### config.mk
export PLATFORM = sky130hd
export DESIGN_NAME = dma_chan_cfg
export DESIGN_NICKNAME = d
export VERILOG_FILES = /design/src/rtl/dma_cfg_pkg.sv /design/src/rtl/cfg_rst_sync.sv /design/src/rtl/cfg_access_filter.sv /design/src/rtl/cfg_field_regs.sv /design/src/rtl/cfg_read_mux.sv /design/src/rtl/dma_chan_cfg.sv
export SDC_FILE = /design/constraint.sdc
export NUM_CORES = 1
export LEC_CHECK = 0
export BUFFER_PORTS_ARGS = -buffer_cell sky130_fd_sc_hd__buf_2
export CELL_PAD_IN_SITES_DETAIL_PLACEMENT = 1
export CELL_PAD_IN_SITES_GLOBAL_PLACEMENT = 2
export CORE_MARGIN = 4
export CORE_UTILIZATION = 15
export CTS_CLUSTER_SIZE = 20
export DETAILED_ROUTE_END_ITERATION = 10
export GPL_TIMING_DRIVEN = 0
export PLACE_DENSITY_LB_ADDON = 0.1
export SLEW_MARGIN = 20
export SYNTH_ARGS = -nofsm -noshare
export SYNTH_HDL_FRONTEND = slang
export SYNTH_SLANG_ARGS = --single-unit
### constraint.sdc
create_clock -name clk -period 1.82 [get_ports clk]
set_input_delay 0.546 -clock clk [delete_from_list [all_inputs] [get_ports clk]]
set_output_delay 0.546 -clock clk [all_outputs]
set_load 0.02 [all_outputs]
### src/rtl/dma_cfg_pkg.sv
package dma_cfg_pkg;

  localparam int EN_POS   = 0;
  localparam int PRIO_LO  = 12;
  localparam int PRIO_HI  = PRIO_LO + 1;
  localparam int M2M_POS  = 14;
  localparam int SECM_POS = 17;
  localparam int SSEC_POS = 18;
  localparam int MIN_W    = SSEC_POS + 1;

  typedef enum logic [1:0] {
    PRIO_LOW   = 2'b00,
    PRIO_MED   = 2'b01,
    PRIO_HIGH  = 2'b10,
    PRIO_VHIGH = 2'b11
  } prio_e;

  typedef struct packed {
    logic  ssec;
    logic  secm;
    logic  m2m;
    prio_e prio;
    logic  privm;
    logic  en;
  } chan_cfg_t;

  typedef struct packed {
    logic  en;
    logic  privm;
    logic  m2m;
    prio_e prio;
    logic  secm;
    logic  ssec;
  } wr_bits_t;

  typedef struct packed {
    logic hit;
    logic gate_ok;
    logic ld_en;
    logic ld_fields;
    logic ld_privm;
    logic ld_secm;
    logic ld_ssec;
    logic ssec_clr;
    logic illegal;
  } wr_ctl_t;

endpackage

### src/rtl/cfg_rst_sync.sv
module cfg_rst_sync #(
  parameter int STAGES = 2
) (
  input  logic clk,
  input  logic arst_n,
  output logic srst_n
);

  logic [STAGES-1:0] chain_q;

  genvar g;
  generate
    for (g = 0; g < STAGES; g++) begin : g_stage
      logic d;
      if (g == 0) begin : g_first
        assign d = 1'b1;
      end else begin : g_next
        assign d = chain_q[g-1];
      end
      always_ff @(posedge clk or negedge arst_n) begin
        if (!arst_n) chain_q[g] <= 1'b0;
        else         chain_q[g] <= d;
      end
    end
  endgenerate

  assign srst_n = chain_q[STAGES-1];

endmodule

### src/rtl/cfg_access_filter.sv
module cfg_access_filter
  import dma_cfg_pkg::*;
#(
  parameter int ADDR_W = 8,
  parameter logic [ADDR_W-1:0] CFG_ADDR = '0
) (
  input  logic [ADDR_W-1:0] addr,
  input  logic              we,
  input  wr_bits_t          wbits,
  input  logic              sec,
  input  logic              priv,
  input  chan_cfg_t         cur,
  output wr_ctl_t           ctl
);

  logic hit;
  logic gate_ok;
  logic open_wr;
  logic cfg_open;
  logic bad_sec_bits;
  logic bad_priv_bit;

  always_comb begin
    hit          = we && (addr == CFG_ADDR);
    gate_ok      = (sec || !cur.secm) && (priv || !cur.privm);
    open_wr      = hit && gate_ok;
    cfg_open     = open_wr && !cur.en;
    bad_sec_bits = !sec && (wbits.ssec || wbits.secm);
    bad_priv_bit = !priv && wbits.privm;

    ctl.hit       = hit;
    ctl.gate_ok   = gate_ok;
    ctl.ld_en     = open_wr;
    ctl.ld_fields = cfg_open;
    ctl.ld_privm  = cfg_open && priv;
    ctl.ld_secm   = cfg_open && sec;
    ctl.ld_ssec   = cfg_open && sec;
    ctl.ssec_clr  = cfg_open && sec && cur.secm && !wbits.secm;
    ctl.illegal   = hit && (!gate_ok || bad_sec_bits || bad_priv_bit);
  end

endmodule

### src/rtl/cfg_field_regs.sv
module cfg_field_regs
  import dma_cfg_pkg::*;
(
  input  logic      clk,
  input  logic      rst_n,
  input  wr_ctl_t   ctl,
  input  wr_bits_t  wbits,
  input  logic      sec,
  output chan_cfg_t cfg_q,
  output logic      illegal_q
);

  chan_cfg_t cfg_d;
  logic      cfg_ce;
  logic      illegal_d;

  always_comb begin
    cfg_d = cfg_q;
    if (ctl.ld_en)     cfg_d.en    = wbits.en;
    if (ctl.ld_fields) begin
      cfg_d.m2m  = wbits.m2m;
      cfg_d.prio = wbits.prio;
    end
    if (ctl.ld_privm)  cfg_d.privm = wbits.privm;
    if (ctl.ld_secm)   cfg_d.secm  = wbits.secm;
    if (ctl.ld_ssec)   cfg_d.ssec  = wbits.ssec;
    if (ctl.ssec_clr)  cfg_d.ssec  = 1'b0;
    cfg_ce    = ctl.ld_en;
    illegal_d = ctl.illegal;
  end

  always_ff @(posedge clk or negedge rst_n) begin
    if (!rst_n) begin
      cfg_q <= '0;
    end else if (cfg_ce) begin
      cfg_q <= cfg_d;
    end
  end

  always_ff @(posedge clk or negedge rst_n) begin
    if (!rst_n) illegal_q <= 1'b0;
    else        illegal_q <= illegal_d;
  end


  ssec_nonsec_hold_chk: assert property (@(posedge clk) disable iff (!rst_n)
    (ctl.hit && !sec) |=> $stable(cfg_q.ssec));


  ssec_autoclr_chk: assert property (@(posedge clk) disable iff (!rst_n)
    (ctl.hit && sec && ctl.gate_ok && cfg_q.secm && !cfg_q.en && !wbits.secm) |=> !cfg_q.ssec);


  frozen_fields_chk: assert property (@(posedge clk) disable iff (!rst_n)
    (ctl.hit && cfg_q.en) |=> $stable({cfg_q.ssec, cfg_q.secm, cfg_q.m2m, cfg_q.prio, cfg_q.privm}));


  denied_write_chk: assert property (@(posedge clk) disable iff (!rst_n)
    (ctl.hit && !ctl.gate_ok) |=> $stable(cfg_q));


  pulse_source_chk: assert property (@(posedge clk) disable iff (!rst_n)
    illegal_q |-> $past(ctl.hit));

endmodule

### src/rtl/cfg_read_mux.sv
module cfg_read_mux
  import dma_cfg_pkg::*;
#(
  parameter int ADDR_W   = 8,
  parameter int DATA_W   = 32,
  parameter int PRIV_POS = 1,
  parameter logic [ADDR_W-1:0] CFG_ADDR = '0
) (
  input  logic [ADDR_W-1:0] addr,
  input  logic              sec,
  input  logic              priv,
  input  chan_cfg_t         cfg,
  output logic [DATA_W-1:0] rdata
);

  logic              rd_hit;
  logic              ssec_vis;
  logic [DATA_W-1:0] word;

  always_comb begin
    rd_hit   = (addr == CFG_ADDR);
    ssec_vis = sec && (priv || !cfg.privm);
    word                    = '0;
    word[EN_POS]            = cfg.en;
    word[PRIV_POS]          = cfg.privm;
    word[PRIO_HI:PRIO_LO]   = cfg.prio;
    word[M2M_POS]           = cfg.m2m;
    word[SECM_POS]          = cfg.secm;
    word[SSEC_POS]          = cfg.ssec && ssec_vis;
    rdata = rd_hit ? word : '0;
  end


  always_comb begin
    if (sec === 1'b0) begin
      ssec_read_hide_chk: assert (rdata[SSEC_POS] == 1'b0);
    end
  end

endmodule

### src/rtl/dma_chan_cfg.sv
module dma_chan_cfg
  import dma_cfg_pkg::*;
#(
  parameter int ADDR_W      = 8,
  parameter int DATA_W      = 32,
  parameter int PRIV_POS    = 1,
  parameter int SYNC_STAGES = 2,
  parameter logic [ADDR_W-1:0] CFG_ADDR = 8'h10
) (
  input  logic              clk,
  input  logic              rst_n,
  input  logic [ADDR_W-1:0] bus_addr,
  input  logic              bus_we,
  input  logic [DATA_W-1:0] bus_wdata,
  input  logic              bus_sec,
  input  logic              bus_priv,
  output logic [DATA_W-1:0] bus_rdata,
  output logic              illegal_pulse,
  output logic              ch_en,
  output logic              ch_priv,
  output logic [1:0]        ch_prio,
  output logic              ch_m2m,
  output logic              ch_secure,
  output logic              ch_src_secure
);

  logic      srst_n;
  wr_bits_t  wbits;
  wr_ctl_t   ctl;
  chan_cfg_t cfg_q;
  logic      unused_wdata;

  always_comb begin
    wbits.en    = bus_wdata[EN_POS];
    wbits.privm = bus_wdata[PRIV_POS];
    wbits.m2m   = bus_wdata[M2M_POS];
    wbits.prio  = prio_e'(bus_wdata[PRIO_HI:PRIO_LO]);
    wbits.secm  = bus_wdata[SECM_POS];
    wbits.ssec  = bus_wdata[SSEC_POS];
  end
  assign unused_wdata = ^bus_wdata;

  cfg_rst_sync #(.STAGES(SYNC_STAGES)) u_rst (
    .clk    (clk),
    .arst_n (rst_n),
    .srst_n (srst_n)
  );

  cfg_access_filter #(.ADDR_W(ADDR_W), .CFG_ADDR(CFG_ADDR)) u_filt (
    .addr  (bus_addr),
    .we    (bus_we),
    .wbits (wbits),
    .sec   (bus_sec),
    .priv  (bus_priv),
    .cur   (cfg_q),
    .ctl   (ctl)
  );

  cfg_field_regs u_regs (
    .clk       (clk),
    .rst_n     (srst_n),
    .ctl       (ctl),
    .wbits     (wbits),
    .sec       (bus_sec),
    .cfg_q     (cfg_q),
    .illegal_q (illegal_pulse)
  );

  cfg_read_mux #(
    .ADDR_W   (ADDR_W),
    .DATA_W   (DATA_W),
    .PRIV_POS (PRIV_POS),
    .CFG_ADDR (CFG_ADDR)
  ) u_rd (
    .addr  (bus_addr),
    .sec   (bus_sec),
    .priv  (bus_priv),
    .cfg   (cfg_q),
    .rdata (bus_rdata)
  );

  assign ch_en         = cfg_q.en;
  assign ch_priv       = cfg_q.privm;
  assign ch_prio       = cfg_q.prio;
  assign ch_m2m        = cfg_q.m2m;
  assign ch_secure     = cfg_q.secm;
  assign ch_src_secure = cfg_q.ssec;

endmodule

==> reports/qor.txt <==
GLOBAL ROUTE
------------------------------------------------------------------------------------------
Vias in the first global route ..............................................          722
First-pass GRT wire length ..................................................      3532 um
Overflow after GRT ..........................................................            0
Antenna violations before repair ............................................            0
Largest net degree at the start of global routing ...........................           10
Total global-route track usage ..............................................      0.07446

FLOORPLANNING
------------------------------------------------------------------------------------------
Core area ...................................................................    4474 um^2
Die ar. .....................................................................    5941 um^2
Initial Util ................................................................       0.1600
Total number of placement rows ..............................................           24
DIE HEIGHT ..................................................................     77.08 um
Number of top-level pins ....................................................           85
Horizontal die dimension ....................................................     77.08 um

OUTCOME
------------------------------------------------------------------------------------------
Violations in the final reports ............................................. negative setup slack
Run status .................................................................. finished, violations left

YOSYS
------------------------------------------------------------------------------------------
Synth area leader ........................................................... sky130_fd_sc_hd__dfrtp_1
Share of the synthesized netlist area taken by xor and xnor gates ...........            0
Post-synth ARST share .......................................................        1.000
Most frequently used flop master after synthesis ............................ sky130_fd_sc_hd__dfrtp_1
Fraction of the mapped netlist area in compound gates .......................      0.05420
Top cells by instance count after synthesis ................................. sky130_fd_sc_hd__buf_4 (25), sky130_fd_sc_hd__dfrtp_1 (10), sky130_fd_sc_hd__and3_1 (6)
Combinational family with the most area after synthesis ..................... buffers and inverters
Post-synth design cell area .................................................   715.7 um^2
FF+latch count, synth .......................................................           10
Number of enable-type register cells in the synthesized netlist .............            0
Post-Syn Instances ..........................................................           73
Number of unique standard cell types used by synthesis ......................           20
Share of synthesized cell area in full adder, half adder and majority cells .            0
Cell with the most instances after synthesis ................................ sky130_fd_sc_hd__buf_4
Syn_area_per_cell ...........................................................   9.804 um^2
Area share of and/or/nand/nor cells after synthesis .........................       0.2290
Fraction of synthesized cell area taken by the top area cell type ...........       0.3497
Share of the yosys chip area belonging to registers .........................       0.3497
Largest cells by area after synthesis ....................................... sky130_fd_sc_hd__dfrtp_1 (35%), sky130_fd_sc_hd__buf_4 (26%), sky130_fd_sc_hd__mux2_2 (6.3%), sky130_fd_sc_hd__and3_1 (5.2%), sky130_fd_sc_hd__nor4b_4 (3.3%)
Multiplexer fraction of the synthesized cell area ...........................      0.08392
Number of synthesis warnings ................................................            0

PLACEMENT
------------------------------------------------------------------------------------------
Dpl hpwl ....................................................................      1802 um
Post-DP Area ................................................................    1054 um^2
Placer's final routability congestion estimate ..............................       0.6368
IO Port Bufs ................................................................           34

DETAILED ROUTING
------------------------------------------------------------------------------------------
Avg Vias per Cell ...........................................................        3.479
Detailed Route Iter0 Violations .............................................           12
Average wire per standard cell ..............................................     11.24 um
Total wire length ...........................................................      2180 um
DR pass1 iterations .........................................................            2
Antenna violation net count after detailed routing ..........................            0
Vias ........................................................................          675
Post-route DRC ..............................................................            0

TIMING
------------------------------------------------------------------------------------------
Min cycle time layout .......................................................     1.948 ns
Highest achievable clock rate ...............................................   0.5133 GHz
Fraction of the cycle the final worst path needs ............................        1.070
Setup Viol. Count Final .....................................................            7
Clock tree skew after final layout ..........................................  0.004062 ns
Final hold viol count .......................................................            0
Setup WS post-layout ........................................................   -0.1282 ns
Final Slew Violations .......................................................            0
Unrepaired setup endpoints after global routing .............................         true

FLOW RUN
------------------------------------------------------------------------------------------
Number of max-capacitance violations reported ...............................            0

CLOCK TREE
------------------------------------------------------------------------------------------
Clock tree from TritonCTS ...................................................         done
Clock Sink Count ............................................................           10
Hold Buf Count CTS ..........................................................            0
Later-pin clock latency in the skew report ..................................      0.23 ns
Maximum number of buffers from clock root to sink ...........................            2
Number of CTS-inserted buffers ..............................................            3
Root Buffer Master .......................................................... sky130_fd_sc_hd__clkbuf_8
H-tree depth ................................................................            1
Worst-path clk slew .........................................................      0.04 ns

SETUP PATH
------------------------------------------------------------------------------------------
Type of destination of the critical path ....................................   output pin
Worst path required time ....................................................      1.27 ns
Worst reg2reg path depth ....................................................            4
CP Launch Type ..............................................................   input port
R2R Setup Slk ...............................................................      0.38 ns
Critical path data arrival time .............................................      1.40 ns
Worst setup path category ................................................... input port to output pin
Critical path peak fanout ...................................................            3

HOLD PATH
------------------------------------------------------------------------------------------
Hold/Removal Path Class ..................................................... input port to asynchronous set/reset pin

PWR
------------------------------------------------------------------------------------------
Share of total power in the clock network ...................................        0.353
Relative contribution of combinational cells to total power .................        0.266
Int Power ...................................................................     453.3 uW
Switching part of the total .................................................       0.2831
Peak supply drop ............................................................  0.0003169 V
Total power density per cell area ........................................... 498.4 nW/um^2
Static leakage .............................................................. 0.0006973 uW
Total power .................................................................     632.3 uW
Switching Power .............................................................     179.0 uW
Register share of total power ...............................................        0.380

CELLS AND AREA
------------------------------------------------------------------------------------------
Final Cell Area .............................................................    1269 um^2
Count of nets after finishing ...............................................          189
Area growth from synthesis to layout ........................................       77.27%
Final design utilization ....................................................       0.2836
Diode insertion count for antenna repair ....................................            0
Share of final-layout standard cells stronger than drive strength 1 .........       0.6197

power by group through the flow:
stage | logic, uW | clock network [uW] | registers (uW)
after floorplan | 104 | 0 | 249
after global placement | 149 | 0 | 244
after detailed placement | 151 | 0 | 244
after CTS | 160 | 233 | 241
after global routing | 181 | 248 | 243
final | 168 | 223 | 240
worst max-delay path, cell delays in order:
cell,delay [ns]
sky130_fd_sc_hd__buf_6,0.10
sky130_fd_sc_hd__nor4_4,0.29
sky130_fd_sc_hd__buf_4,0.17
sky130_fd_sc_hd__and3_4,0.18
sky130_fd_sc_hd__buf_6,0.11
cells by family after synthesis:
group / Yosys count
other: 2
AND/OR/NAND/NOR: 23
AO/OA/AOI/OAI: 6
multiplexers: 5
buffers and inverters: 27
flip-flops: 10
area by class of cell:
class | instances | area [um^2]
fillers | 525 | 3206
multi-input cells | 60 | 410.4
repair buffers | 42 | 306.5
flip-flops and latches | 10 | 250.2
plain buffers | 25 | 187.7
well taps | 52 | 65.06
clock buffers | 3 | 41.29
inverters | 2 | 7.507
state kept, by name (all words and copies together) (netlist names):
| register | count |
|---|---|
| u_regs.illegal_q | 1 |
| u_rst.g_stage.d | 1 |
| u_regs.cfg_q | 7 |
| u_rst.srst_n | 1 |
cell usage in the layout (no fill, tap or decap):
| cell | Yosys | layout |
|---|---|---|
| sky130_fd_sc_hd__nand3_1 | 3 | 2 |
| sky130_fd_sc_hd__o221ai_1 | 1 | 1 |
| sky130_fd_sc_hd__inv_1 | 2 | 2 |
| sky130_fd_sc_hd__dfrtp_1 | 10 | 10 |
| sky130_fd_sc_hd__buf_4 | 25 | 31 |
| sky130_fd_sc_hd__and2_1 | 2 | 2 |
| sky130_fd_sc_hd__and3_1 | 6 | 2 |
| sky130_fd_sc_hd__o31ai_1 | 2 | 2 |
| sky130_fd_sc_hd__nand2b_1 | 2 | 2 |
| sky130_fd_sc_hd__clkbuf_8 | 0 | 3 |
| sky130_fd_sc_hd__nor4b_4 | 1 | 1 |
| sky130_fd_sc_hd__nor4_4 | 1 | 1 |
| sky130_fd_sc_hd__mux2_2 | 4 | 4 |
| sky130_fd_sc_hd__nand2_2 | 0 | 2 |
| sky130_fd_sc_hd__nor2_1 | 3 | 1 |
| sky130_fd_sc_hd__o21ai_0 | 3 | 3 |
| sky130_fd_sc_hd__nand3_4 | 0 | 1 |
| sky130_fd_sc_hd__and4_4 | 0 | 1 |
| sky130_fd_sc_hd__nor2_2 | 0 | 1 |
| sky130_fd_sc_hd__mux2_4 | 1 | 1 |
| sky130_fd_sc_hd__buf_6 | 0 | 13 |
| sky130_fd_sc_hd__and3_2 | 1 | 1 |
| sky130_fd_sc_hd__nor2_4 | 0 | 1 |
| sky130_fd_sc_hd__buf_2 | 0 | 23 |
| sky130_fd_sc_hd__conb_1 | 2 | 26 |
| sky130_fd_sc_hd__and3_4 | 0 | 4 |
| sky130_fd_sc_hd__nor2b_1 | 1 | 1 |
per-stage QoR:
stage               setup slack (ns)  hold slack (ns)  instances  setup TNS, ns
CTS                          -0.1366          0.08790        190        -0.8805
detailed placement           -0.4742           0.1640        183         -4.029
global placement             -0.4820           0.1557        183         -4.030
global route                 -0.1792          0.08180        194         -1.186
floorplan                   -0.01067          0.09464         97       -0.01067
finish                       -0.1282          0.09338        194        -0.8689
routing by layer:
metal	wire, um	track usage	part of all wire
met5	0	0	0
met4	0	0.01601	0
met3	171	0.02693	0.078
met2	1062	0.1176	0.49
met1	946	0.09723	0.43
final timing paths:
| kind | from | end |
|---|---|---|
| worst min register to register | u_rst.srst_n$_DFF_PN0_ | u_regs.cfg_q[1]$_DFFE_PN0P_ |
| max in group asynchronous | u_rst.srst_n$_DFF_PN0_ | u_regs.cfg_q[3]$_DFFE_PN0P_ |
| worst max register to register | u_regs.cfg_q[1]$_DFFE_PN0P_ | u_regs.cfg_q[4]$_DFFE_PN0P_ |
| worst min-delay path | rst_n | u_rst.g_stage[1].d$_DFF_PN0_ |
| worst max-delay path | bus_addr[0] | bus_rdata[13] |
| min in group clk | u_rst.g_stage[1].d$_DFF_PN0_ | u_rst.srst_n$_DFF_PN0_ |
what timing repair did:
| action | in CTS | in global routing |
|---|---|---|
| resized for setup | 21 | 9 |
| pin swaps | 3 | 4 |
| setup endpoints to repair | 11 | 7 |
| gates cloned | 0 | 0 |
| buffers inserted | 4 | 4 |
| endpoints found under the hold margin | 0 | 0 |
Power figures use the tool's default switching activity.
